===== config.mk =====
export PLATFORM = sky130hd
export DESIGN_NAME = pgwr_buffer
export DESIGN_NICKNAME = d
export VERILOG_FILES = /design/src/rtl/pgwr_pkg.sv /design/src/rtl/pgwr_timer.sv /design/src/rtl/pgwr_load.sv /design/src/rtl/pgwr_engine.sv /design/src/rtl/pgwr_buffer.sv
export SDC_FILE = /design/constraint.sdc
export NUM_CORES = 1
export LEC_CHECK = 0
export CELL_PAD_IN_SITES_DETAIL_PLACEMENT = 0
export CELL_PAD_IN_SITES_GLOBAL_PLACEMENT = 2
export CORE_ASPECT_RATIO = 1.2
export CORE_MARGIN = 3
export CORE_UTILIZATION = 26
export CTS_CLUSTER_SIZE = 40
export DETAILED_ROUTE_END_ITERATION = 12
export PLACE_DENSITY_LB_ADDON = 0.08
export SYNTH_ARGS = -nofsm -noshare
export SYNTH_HDL_FRONTEND = slang
export SYNTH_HIERARCHICAL = 1
export SYNTH_SLANG_ARGS = --single-unit

===== constraint.sdc =====
create_clock -name clk -period 2.74 [get_ports clk]
set_input_delay 0.274 -clock clk [delete_from_list [all_inputs] [get_ports clk]]
set_output_delay 0.274 -clock clk [all_outputs]
set_load 0.005 [all_outputs]

===== src/rtl/pgwr_pkg.sv =====
// Shared types for the page write staging buffer.
package pgwr_pkg;
    typedef enum logic {
        PG_IDLE = 1'b0,
        PG_PROG = 1'b1
    } pg_state_e;
endpackage


===== src/rtl/pgwr_timer.sv =====
// Programming-time counter.
// Counts up from zero while enabled and saturates at LIMIT-1.
// Assumes LIMIT >= 1.
module pgwr_timer #(
    parameter int LIMIT = 16
) (
    input  logic clk,
    input  logic rst_n,
    input  logic clr,
    input  logic en,
    output logic first,
    output logic done
);
    localparam int CW = (LIMIT > 1) ? $clog2(LIMIT) : 1;

    logic [CW-1:0] cnt_q;

    assign first = (cnt_q == '0);
    assign done  = (cnt_q == CW'(LIMIT - 1));

    // Restart on clear, otherwise step until the terminal count.
    always_ff @(posedge clk) begin
        if (!rst_n)
            cnt_q <= '0;
        else if (clr)
            cnt_q <= '0;
        else if (en && !done)
            cnt_q <= cnt_q + 1'b1;
    end
endmodule


===== src/rtl/pgwr_load.sv =====
// Page load store.
// Holds one page of bytes, one valid flag per byte, the page number
// and the running offset.
// Assumes the caller has already qualified its strobes:
//   start wins over close, close wins over byte_stb.
// PAGE_BYTES must be a power of two, so the offset wraps naturally.
module pgwr_load #(
    parameter int ADDR_W     = 8,
    parameter int DATA_W     = 8,
    parameter int PAGE_BYTES = 16,
    localparam int OFF_W     = $clog2(PAGE_BYTES),
    localparam int PAGE_W    = ADDR_W - OFF_W
) (
    input  logic                                 clk,
    input  logic                                 rst_n,
    input  logic                                 start,
    input  logic [ADDR_W-1:0]                    start_addr,
    input  logic                                 byte_stb,
    input  logic [DATA_W-1:0]                    byte_data,
    input  logic                                 close,
    output logic                                 load_open,
    output logic [PAGE_W-1:0]                    page,
    output logic [PAGE_BYTES-1:0]                valid,
    output logic [PAGE_BYTES-1:0][DATA_W-1:0]    slot_data
);
    logic [OFF_W-1:0] off_q;

    // Open or close the load and latch the page and starting offset.
    always_ff @(posedge clk) begin
        if (!rst_n) begin
            load_open <= 1'b0;
            page      <= '0;
            off_q     <= '0;
        end else if (start) begin
            load_open <= 1'b1;
            page      <= start_addr[ADDR_W-1:OFF_W];
            off_q     <= start_addr[OFF_W-1:0];
        end else if (close) begin
            load_open <= 1'b0;
        end else if (byte_stb) begin
            off_q <= off_q + 1'b1;
        end
    end

    for (genvar i = 0; i < PAGE_BYTES; i++) begin : g_slot
        // Per-byte valid flag: cleared by a new load or a close, set on store.
        always_ff @(posedge clk) begin
            if (!rst_n)
                valid[i] <= 1'b0;
            else if (start || close)
                valid[i] <= 1'b0;
            else if (byte_stb && off_q == OFF_W'(i))
                valid[i] <= 1'b1;
        end

        // Per-byte data holder: the latest byte stored at this offset wins.
        always_ff @(posedge clk) begin
            if (!rst_n)
                slot_data[i] <= '0;
            else if (!start && !close && byte_stb && off_q == OFF_W'(i))
                slot_data[i] <= byte_data;
        end
    end
endmodule


===== src/rtl/pgwr_engine.sv =====
// Program sequencer.
// On launch it snapshots the valid flags into a pending mask.
// It then issues one write per pending offset, lowest offset first.
//   Burst mode: writes go out on consecutive cycles, and busy holds
//     for BUSY_CYCLES cycles (assumes BUSY_CYCLES >= PAGE_BYTES).
//   Serial mode: each byte has its own slot of BUSY_CYCLES cycles.
// Assumes launch is only raised while idle.
module pgwr_engine
    import pgwr_pkg::*;
#(
    parameter int PAGE_BYTES  = 16,
    parameter int BUSY_CYCLES = 20,
    parameter bit SERIAL_PROG = 1'b0,
    localparam int OFF_W      = $clog2(PAGE_BYTES)
) (
    input  logic                  clk,
    input  logic                  rst_n,
    input  logic                  launch,
    input  logic [PAGE_BYTES-1:0] load_valid,
    output logic                  busy,
    output logic                  wr_en,
    output logic [OFF_W-1:0]      wr_off
);
    localparam logic [PAGE_BYTES-1:0] ONE = PAGE_BYTES'(1);

    pg_state_e             st_q;
    logic [PAGE_BYTES-1:0] pend_q;
    logic [PAGE_BYTES-1:0] pend_nx;
    logic                  hit;
    logic                  slot_first;
    logic                  slot_done;
    logic                  slot_ok;
    logic                  tmr_clr;

    // Find the lowest pending offset.
    always_comb begin
        hit    = 1'b0;
        wr_off = '0;
        for (int i = 0; i < PAGE_BYTES; i++) begin
            if (pend_q[i] && !hit) begin
                hit    = 1'b1;
                wr_off = OFF_W'(i);
            end
        end
    end

    // Serial mode writes only in a slot's first cycle; burst mode writes every cycle.
    assign slot_ok = SERIAL_PROG ? slot_first : 1'b1;
    assign busy    = (st_q == PG_PROG);
    assign wr_en   = busy && hit && slot_ok;
    assign pend_nx = pend_q & ~(wr_en ? (ONE << wr_off) : '0);
    assign tmr_clr = launch || (SERIAL_PROG && busy && slot_done && pend_nx != '0);

    pgwr_timer #(
        .LIMIT (BUSY_CYCLES)
    ) u_timer (
        .clk   (clk),
        .rst_n (rst_n),
        .clr   (tmr_clr),
        .en    (busy),
        .first (slot_first),
        .done  (slot_done)
    );

    // Enter programming on launch; leave when time is up and nothing is pending.
    always_ff @(posedge clk) begin
        if (!rst_n) begin
            st_q   <= PG_IDLE;
            pend_q <= '0;
        end else if (launch) begin
            st_q   <= PG_PROG;
            pend_q <= load_valid;
        end else if (busy) begin
            pend_q <= pend_nx;
            if (slot_done && pend_nx == '0)
                st_q <= PG_IDLE;
        end
    end
endmodule


===== src/rtl/pgwr_buffer.sv =====
// Page write staging buffer, top level.
// Qualifies the load-side strobes and gates them all while busy.
//   ld_start takes priority over commit and abort.
//   Commit takes priority over abort.
//   A byte strobe that coincides with any of these is dropped.
// Builds the array address from the held page and the sequencer's offset.
// Assumes PAGE_BYTES is 8 or 16.
module pgwr_buffer #(
    parameter int ADDR_W       = 8,
    parameter int DATA_W       = 8,
    parameter int PAGE_BYTES   = 16,
    parameter int BUSY_CYCLES  = 20,
    parameter bit SERIAL_PROG  = 1'b0,
    parameter bit STRICT_ABORT = 1'b0
) (
    input  logic              clk,
    input  logic              rst_n,
    input  logic              ld_start,
    input  logic [ADDR_W-1:0] ld_addr,
    input  logic              byte_stb,
    input  logic [DATA_W-1:0] byte_data,
    input  logic              byte_partial,
    input  logic              ld_commit,
    input  logic              ld_abort,
    output logic              busy,
    output logic              mem_we,
    output logic [ADDR_W-1:0] mem_addr,
    output logic [DATA_W-1:0] mem_wdata
);
    localparam int OFF_W  = $clog2(PAGE_BYTES);
    localparam int PAGE_W = ADDR_W - OFF_W;

    logic                              load_open;
    logic [PAGE_W-1:0]                 page;
    logic [PAGE_BYTES-1:0]             valid;
    logic [PAGE_BYTES-1:0][DATA_W-1:0] slot_data;
    logic [OFF_W-1:0]                  wr_off;
    logic cmd_start, cmd_commit, cmd_abort, cmd_byte;
    logic cancel, launch, close;

    // Qualify the load-side commands; nothing is accepted while busy.
    assign cmd_start  = ld_start && !busy;
    assign cmd_commit = ld_commit && !busy && load_open && !ld_start;
    assign cmd_abort  = ld_abort && !busy && load_open && !ld_start && !ld_commit;
    assign cmd_byte   = byte_stb && !busy && load_open && !ld_start && !ld_commit && !ld_abort;
    assign cancel     = cmd_commit && STRICT_ABORT && byte_partial;
    assign launch     = cmd_commit && !cancel && (|valid);
    assign close      = cmd_commit || cmd_abort;

    pgwr_load #(
        .ADDR_W     (ADDR_W),
        .DATA_W     (DATA_W),
        .PAGE_BYTES (PAGE_BYTES)
    ) u_load (
        .clk        (clk),
        .rst_n      (rst_n),
        .start      (cmd_start),
        .start_addr (ld_addr),
        .byte_stb   (cmd_byte),
        .byte_data  (byte_data),
        .close      (close),
        .load_open  (load_open),
        .page       (page),
        .valid      (valid),
        .slot_data  (slot_data)
    );

    pgwr_engine #(
        .PAGE_BYTES  (PAGE_BYTES),
        .BUSY_CYCLES (BUSY_CYCLES),
        .SERIAL_PROG (SERIAL_PROG)
    ) u_engine (
        .clk        (clk),
        .rst_n      (rst_n),
        .launch     (launch),
        .load_valid (valid),
        .busy       (busy),
        .wr_en      (mem_we),
        .wr_off     (wr_off)
    );

    // Array write port: held page number with the current offset.
    assign mem_addr  = {page, wr_off};
    assign mem_wdata = slot_data[wr_off];
endmodule


# --- Yosys cells after proc, flatten, opt, wreduce, memory -nomap -nowiden ---
# Index checks and enable logic that the tools add are counted.
totals:
  reg_bits: 175
  latch_bits: 0
  ramBits: 0
  mem_bits_ro: 0
  output_inout_bits: 18
  n_memories: 0
classes:
  add_sub_neg: 2
  multipliers: 0
  n_div: 0
  n_lt_le_gt_ge: 1
  n_eq_ne: 17
  shift: 1
  n_mux: 44
  bitwise: 3
  n_reduce_logical: 99
op_table:
  columns: ["operator", "count"]
  rows:
  - ["$mux 4", 17]
  - ["$logic_and 1x1->1", 66]
  - ["$mux 16", 3]
  - ["$bmux 8 s4", 1]
  - ["$eq 4x4->1 const B", 8]
  - ["$logic_not 1->1", 22]
  - ["$mux 1", 22]
  - ["$and 16x16->16", 1]
  - ["$eq 4x3->1 const B", 4]
  - ["$logic_not 16->1", 1]
  - ["$not 16->16", 1]
  - ["$reduce_or 16->1", 1]
  - ["$shl 1x4->16 const A", 1]
  - ["$eq 4x2->1 const B", 2]
  - ["$mux 8", 1]
  - ["$reduce_bool 2->1", 3]
  - ["$add 5x1->5 const B", 1]
  - ["$eq 5x5->1 const B", 1]
  - ["$lt 4x5->1 const B", 1]
  - ["$add 4x1->4 const B", 1]
  - ["$eq 4x1->1 const B", 1]
  - ["$logic_not 4->1", 1]
  - ["$reduce_or 2->1", 2]
  - ["$logic_or 1x1->1", 2]
  - ["other kinds (3)", 3]

# --- Depth between registers and ports, before layout ---
depth:
  ltp_word: 55
  depth_mapped: 11

# --- By module ---
# Netlist, hierarchy kept.
modules_own_cells:
  columns: ["mod", "instances", "cells_each", "area_each_um2", "seq_area_each_um2"]
  rows:
  - ["pgwr_load", 1, 715, 6174.7, 3062.9]
  - ["pgwr_engine", 1, 148, 1128.6, 340.3]
  - ["pgwr_buffer", 1, 81, 1101.1, 0.0]
  - ["pgwr_timer", 1, 30, 274.0, 100.1]

# --- Worst setup path before layout ---
# No wires, ideal clock.
synth_timing:
  path_type: "register to output"
  startpoint: "reg u_engine.pend_q[4]"
  endpoint: "out mem_wdata[4]"
  t_arrival_ns: 2.521
  path_slack_ns: -0.055
  path_stages_with_launch: 10
  path_buffers: 2
  path_cell_list: "dfxtp_1 nor4_4 nand4_2 nor3b_1 nand2b_1 buf_6 buf_6 mux4_1 a22oi_1 nand2_1"
synth_via:
  elab_chain_cells: 37
  word_cells_on_any_way: 48
synth_lines:
  columns: ["element", "line_no", "rtl"]
  rows:
  - ["start, declared", "pgwr_engine.sv:27", "logic [PAGE_BYTES-1:0] pend_q;"]
  - ["start signal, assigned", "pgwr_engine.sv:72", "pend_q <= load_valid;"]
  - ["start signal, assigned", "pgwr_engine.sv:74", "pend_q <= pend_nx;"]
  - ["$logic_and 1x1->1 (*)", "pgwr_engine.sv:40", "if (pend_q[i] && !hit) begin"]
  - ["$mux 1", "pgwr_engine.sv:40", null]
  - ["$logic_not 1->1", "pgwr_engine.sv:40", null]
  - ["$logic_and 1x1->1", "pgwr_engine.sv:40", null]
  - ["$mux 1", "pgwr_engine.sv:40", null]
  - ["$logic_not 1->1", "pgwr_engine.sv:40", null]
  - ["$logic_and 1x1->1", "pgwr_engine.sv:40", null]
  - ["$mux 1", "pgwr_engine.sv:40", null]
  - ["(+22 left out)", null, null]
  - ["$logic_and 1x1->1", "pgwr_engine.sv:40", null]
  - ["$mux 1", "pgwr_engine.sv:40", null]
  - ["$logic_not 1->1", "pgwr_engine.sv:40", null]
  - ["$logic_and 1x1->1", "pgwr_engine.sv:40", null]
  - ["$mux 4 (*)", "pgwr_engine.sv:40", null]
  - ["net mem_addr[0]", "pgwr_buffer.sv:27", "output logic [ADDR_W-1:0] mem_addr,"]
  - ["$bmux 8 s4 (*)", "pgwr_buffer.sv:84", "assign mem_wdata = slot_data[wr_off];"]
  - ["$mux 8 (implied by the code) (*)", "pgwr_buffer.sv:84", null]
  - ["end, declared", "pgwr_buffer.sv:28", "output logic [DATA_W-1:0] mem_wdata"]
# Mark *: on every way through the listed nets, which the timed path passes. The rest lies on a longest branch. The select of a mux whose other input is x is not followed.

# --- Final worst setup path ---
layout_timing:
  startpoint: "reg u_engine.pend_q[11]"
  endpoint: "out mem_wdata[2]"
layout_via:
  elab_chain_cells: 16
  word_cells_on_any_way: 20
layout_lines:
  columns: ["element", "line_no"]
  rows:
  - ["$logic_and 1x1->1 (*)", "pgwr_engine.sv:40"]
  - ["$mux 1", "pgwr_engine.sv:40"]
  - ["$logic_not 1->1", "pgwr_engine.sv:40"]
  - ["$logic_and 1x1->1", "pgwr_engine.sv:40"]
  - ["$mux 1", "pgwr_engine.sv:40"]
  - ["$logic_not 1->1", "pgwr_engine.sv:40"]
  - ["$logic_and 1x1->1", "pgwr_engine.sv:40"]
  - ["$mux 1", "pgwr_engine.sv:40"]
  - ["$logic_not 1->1", "pgwr_engine.sv:40"]
  - ["$logic_and 1x1->1", "pgwr_engine.sv:40"]
  - ["$mux 1", "pgwr_engine.sv:40"]
  - ["$logic_not 1->1", "pgwr_engine.sv:40"]
  - ["$logic_and 1x1->1", "pgwr_engine.sv:40"]
  - ["$mux 4 (*)", "pgwr_engine.sv:40"]
  - ["$bmux 8 s4 (*)", "pgwr_buffer.sv:84"]
  - ["$mux 8 (implied by the code) (*)", "pgwr_buffer.sv:84"]
# Mark *: on every way between the ends. The rest lies on a longest branch, timed or not. The select of a mux whose other input is x is not followed.

==> results.json <==
{
  "syn_avg_cell_area_sq_um": 8.91,
  "gp_congestion": 0.788,
  "fin_crit_sh_pct": 119,
  "drv_slew": 0,
  "p_per_area_nw_per_um2": 505,
  "ir_drop_v": 0.000347,
  "detail-route-antenna-nets": 0,
  "cts_hold_buf": 0,
  "dr.pass1.iters": 4,
  "setup.worst_path.start_class": "flop",
  "syn_area_sq_um": 8670,
  "tritoncts": "done",
  "antennaDiodeCount": 0,
  "final_area_sq_um": 10800,
  "worst_slew_pin_slew_ns": 0.799,
  "final_layout_size_suffix_gt1_share_pct": 21.0,
  "die-area_sq_um": 35600,
  "highest_layer": "met4",
  "setup_viol": 8,
  "failed_checks": "negative setup slack",
  "die_w_um": 173,
  "synthCells": 973,
  "arrival_ns": 2.99,
  "layout_min_cycle_time_ns": 3.26,
  "synthesis.nets": 1002,
  "grt_first_pass_wirelength_mm": 52.1,
  "drc": 0,
  "row_count": 72,
  "fmax_mhz": 307,
  "drt_wl_total_mm": 34.0,
  "drt_iter0_drc": 581,
  "root_buffer": "clkbuf_16",
  "p_leak_nw": 3.63,
  "met3_length_um": 922,
  "final_nets": 1061,
  "clock_sink_count": 175,
  "area_growth_pct": 24.8,
  "cts_htree_levels": 4,
  "min_path_type": "input port to flop",
  "hold_viol": 0,
  "place_area_sq_um": 9930,
  "grt_pass1_vias": 7755,
  "fin_ws_ns": -0.522,
  "critPathKind": "flop to output pin",
  "vias_per_cell": 5.15,
  "clkTransAtPathRegs_ns": 0.07,
  "overflow": 0,
  "slowest_delay_ns": 0.58,
  "initial_utilization_pct": 26.7,
  "wire_per_inst_um": 22.8,
  "cp_slowest_cell": "mux4_1",
  "numCtsBuffers": 17,
  "cp_max_fo": 6,
  "dp_hpwl_mm": 20.6,
  "met1Wirelength_mm": 16.5,
  "path_cells": "nor4_4 -> nand4_2 -> nor3b_2 -> nand2b_4 -> buf_12 -> mux4_1 -> a22oi_2 -> nand2_2 -> buf_6",
  "relSlewSlack_pct": 46.5,
  "status": "finished with violations",
  "max-cap-violations": 0,
  "grt_max_degree": 65,
  "met2_length_mm": 16.1,
  "p_total_w": 0.00546,
  "port_buffers": 39,
  "fin_skew_ns": 0.0147,
  "coreArea_sq_um": 32500,
  "critPathRequiredTime_ns": 2.47,
  "rsz0062_at_grt": "yes",
  "cts_max_path_buffers": 2,
  "die_h_um": 206,
  "antenna_found_initial": 1,
  "yosysWarningCount": 6,
  "clk-insertion-delay-late_ns": 0.44,
  "crit_path_end_kind": "output pin",
  "vias": 7672,
  "io_pins": 41,
  "grtUsageTotal_pct": 19.2
}
-- power by group --
part	switching, W	internal [W]	total [W]
Clock	0.00120	0.00135	0.00255
Sequential	0.0000101	0.00255	0.00256
Combinational	0.000244	0.000107	0.000351
Total	0.00145	0.00400	0.00546
-- layout make-up --
type	instances	area (sq um)
Fill cell	3350	21700
Multi-Input combinational cell	677	4650
Sequential cell	175	3510
Timing Repair Buffer	143	1440
Tap cell	444	556
Clock buffer	19	453
Clock inverter	13	144
Inverter	18	67.6
-- flip-flops by register name, indices dropped and copies added (netlist names) --
signal / cells
u_load/load_open: 1
u_load/off_q: 4
u_engine/pend_q: 16
u_load/valid: 16
u_load/slot_data: 128
u_engine/busy: 1
u_engine/u_timer/cnt_q: 5
u_load/page: 4
-- metal layers --
layer	global-route usage [%]	vias up
met4	4.20	0
met1	27.2	3872
met3	2.44	20
met2	31.6	128
li1	-	3652
met5	0	-
-- worst max-delay path: cells and delay by family, from the launching register on --
family | cells | cell delay, ns
and+or+nand+nor | 5 | 1.09
muxes | 1 | 0.58
DFF | 1 | 0.36
buffers and inverters | 2 | 0.28
AOI/OAI and AO/OA | 1 | 0.25
-- placed cells by master (no fill, tap or decap), types with 3 or more instances in the layout --
master,n
nand4_1,3
nand2_2,4
a22oi_2,16
a21boi_0,26
ha_1,6
nor4_4,3
and3_1,3
buf_4,76
nand2_1,31
buf_8,4
nand3b_1,3
nand2b_1,8
nor2_1,32
clkdlybuf4s50_1,28
nor3_1,5
mux2i_1,6
a21boi_1,56
clkbuf_16,17
a31oi_1,5
o21ai_1,66
mux4_1,4
and2_1,16
dfxtp_1,173
inv_6,5
buf_12,20
buf_6,8
buf_2,5
o31ai_1,5
mux4_2,28
a21oi_1,77
inv_8,4
nor2b_2,4
or3_1,3
nor2b_1,9
inv_1,17
o21ai_0,85
nand3_1,133
nor4_1,4
-- worst paths after layout --
| kind | startpoint | end | slack, ns | depth (start not counted) |
|---|---|---|---|---|
| worst min register to register | u_load/slot_data[80] | u_load/slot_data[80] | 0.48 | 2 |
| worst max register to register | u_engine/pend_q[8] | u_engine/busy | 0.23 | 10 |
| worst min-delay path | rst_n | u_load/off_q[0] | 0.26 | 2 |
| worst max-delay path | u_engine/pend_q[11] | mem_wdata[2] | -0.52 | 9 |
-- per-stage QoR --
stage	worst slack (ns)	utilization [%]	cells	setup TNS, ns	hold WS [ns]
floorplan	0.0108	-	973	0	0.402
global placement	-0.466	30.5	1439	-3.41	0.461
detailed placement	-0.493	30.5	1439	-3.56	0.463
CTS	-0.585	33.2	1490	-4.49	0.246
global route	-0.656	33.3	1489	-5.07	0.278
finish	-0.522	33.3	1489	-3.61	0.258
-- timing repair --
action / CTS / global route
gates resized for setup: 69 / 22
endpoints found under the setup margin: 10 / 9
pin swaps: 19 / 15
gates cloned: 2 / 0
buffers inserted: 18 / 1
Power figures use the tool's default switching activity.
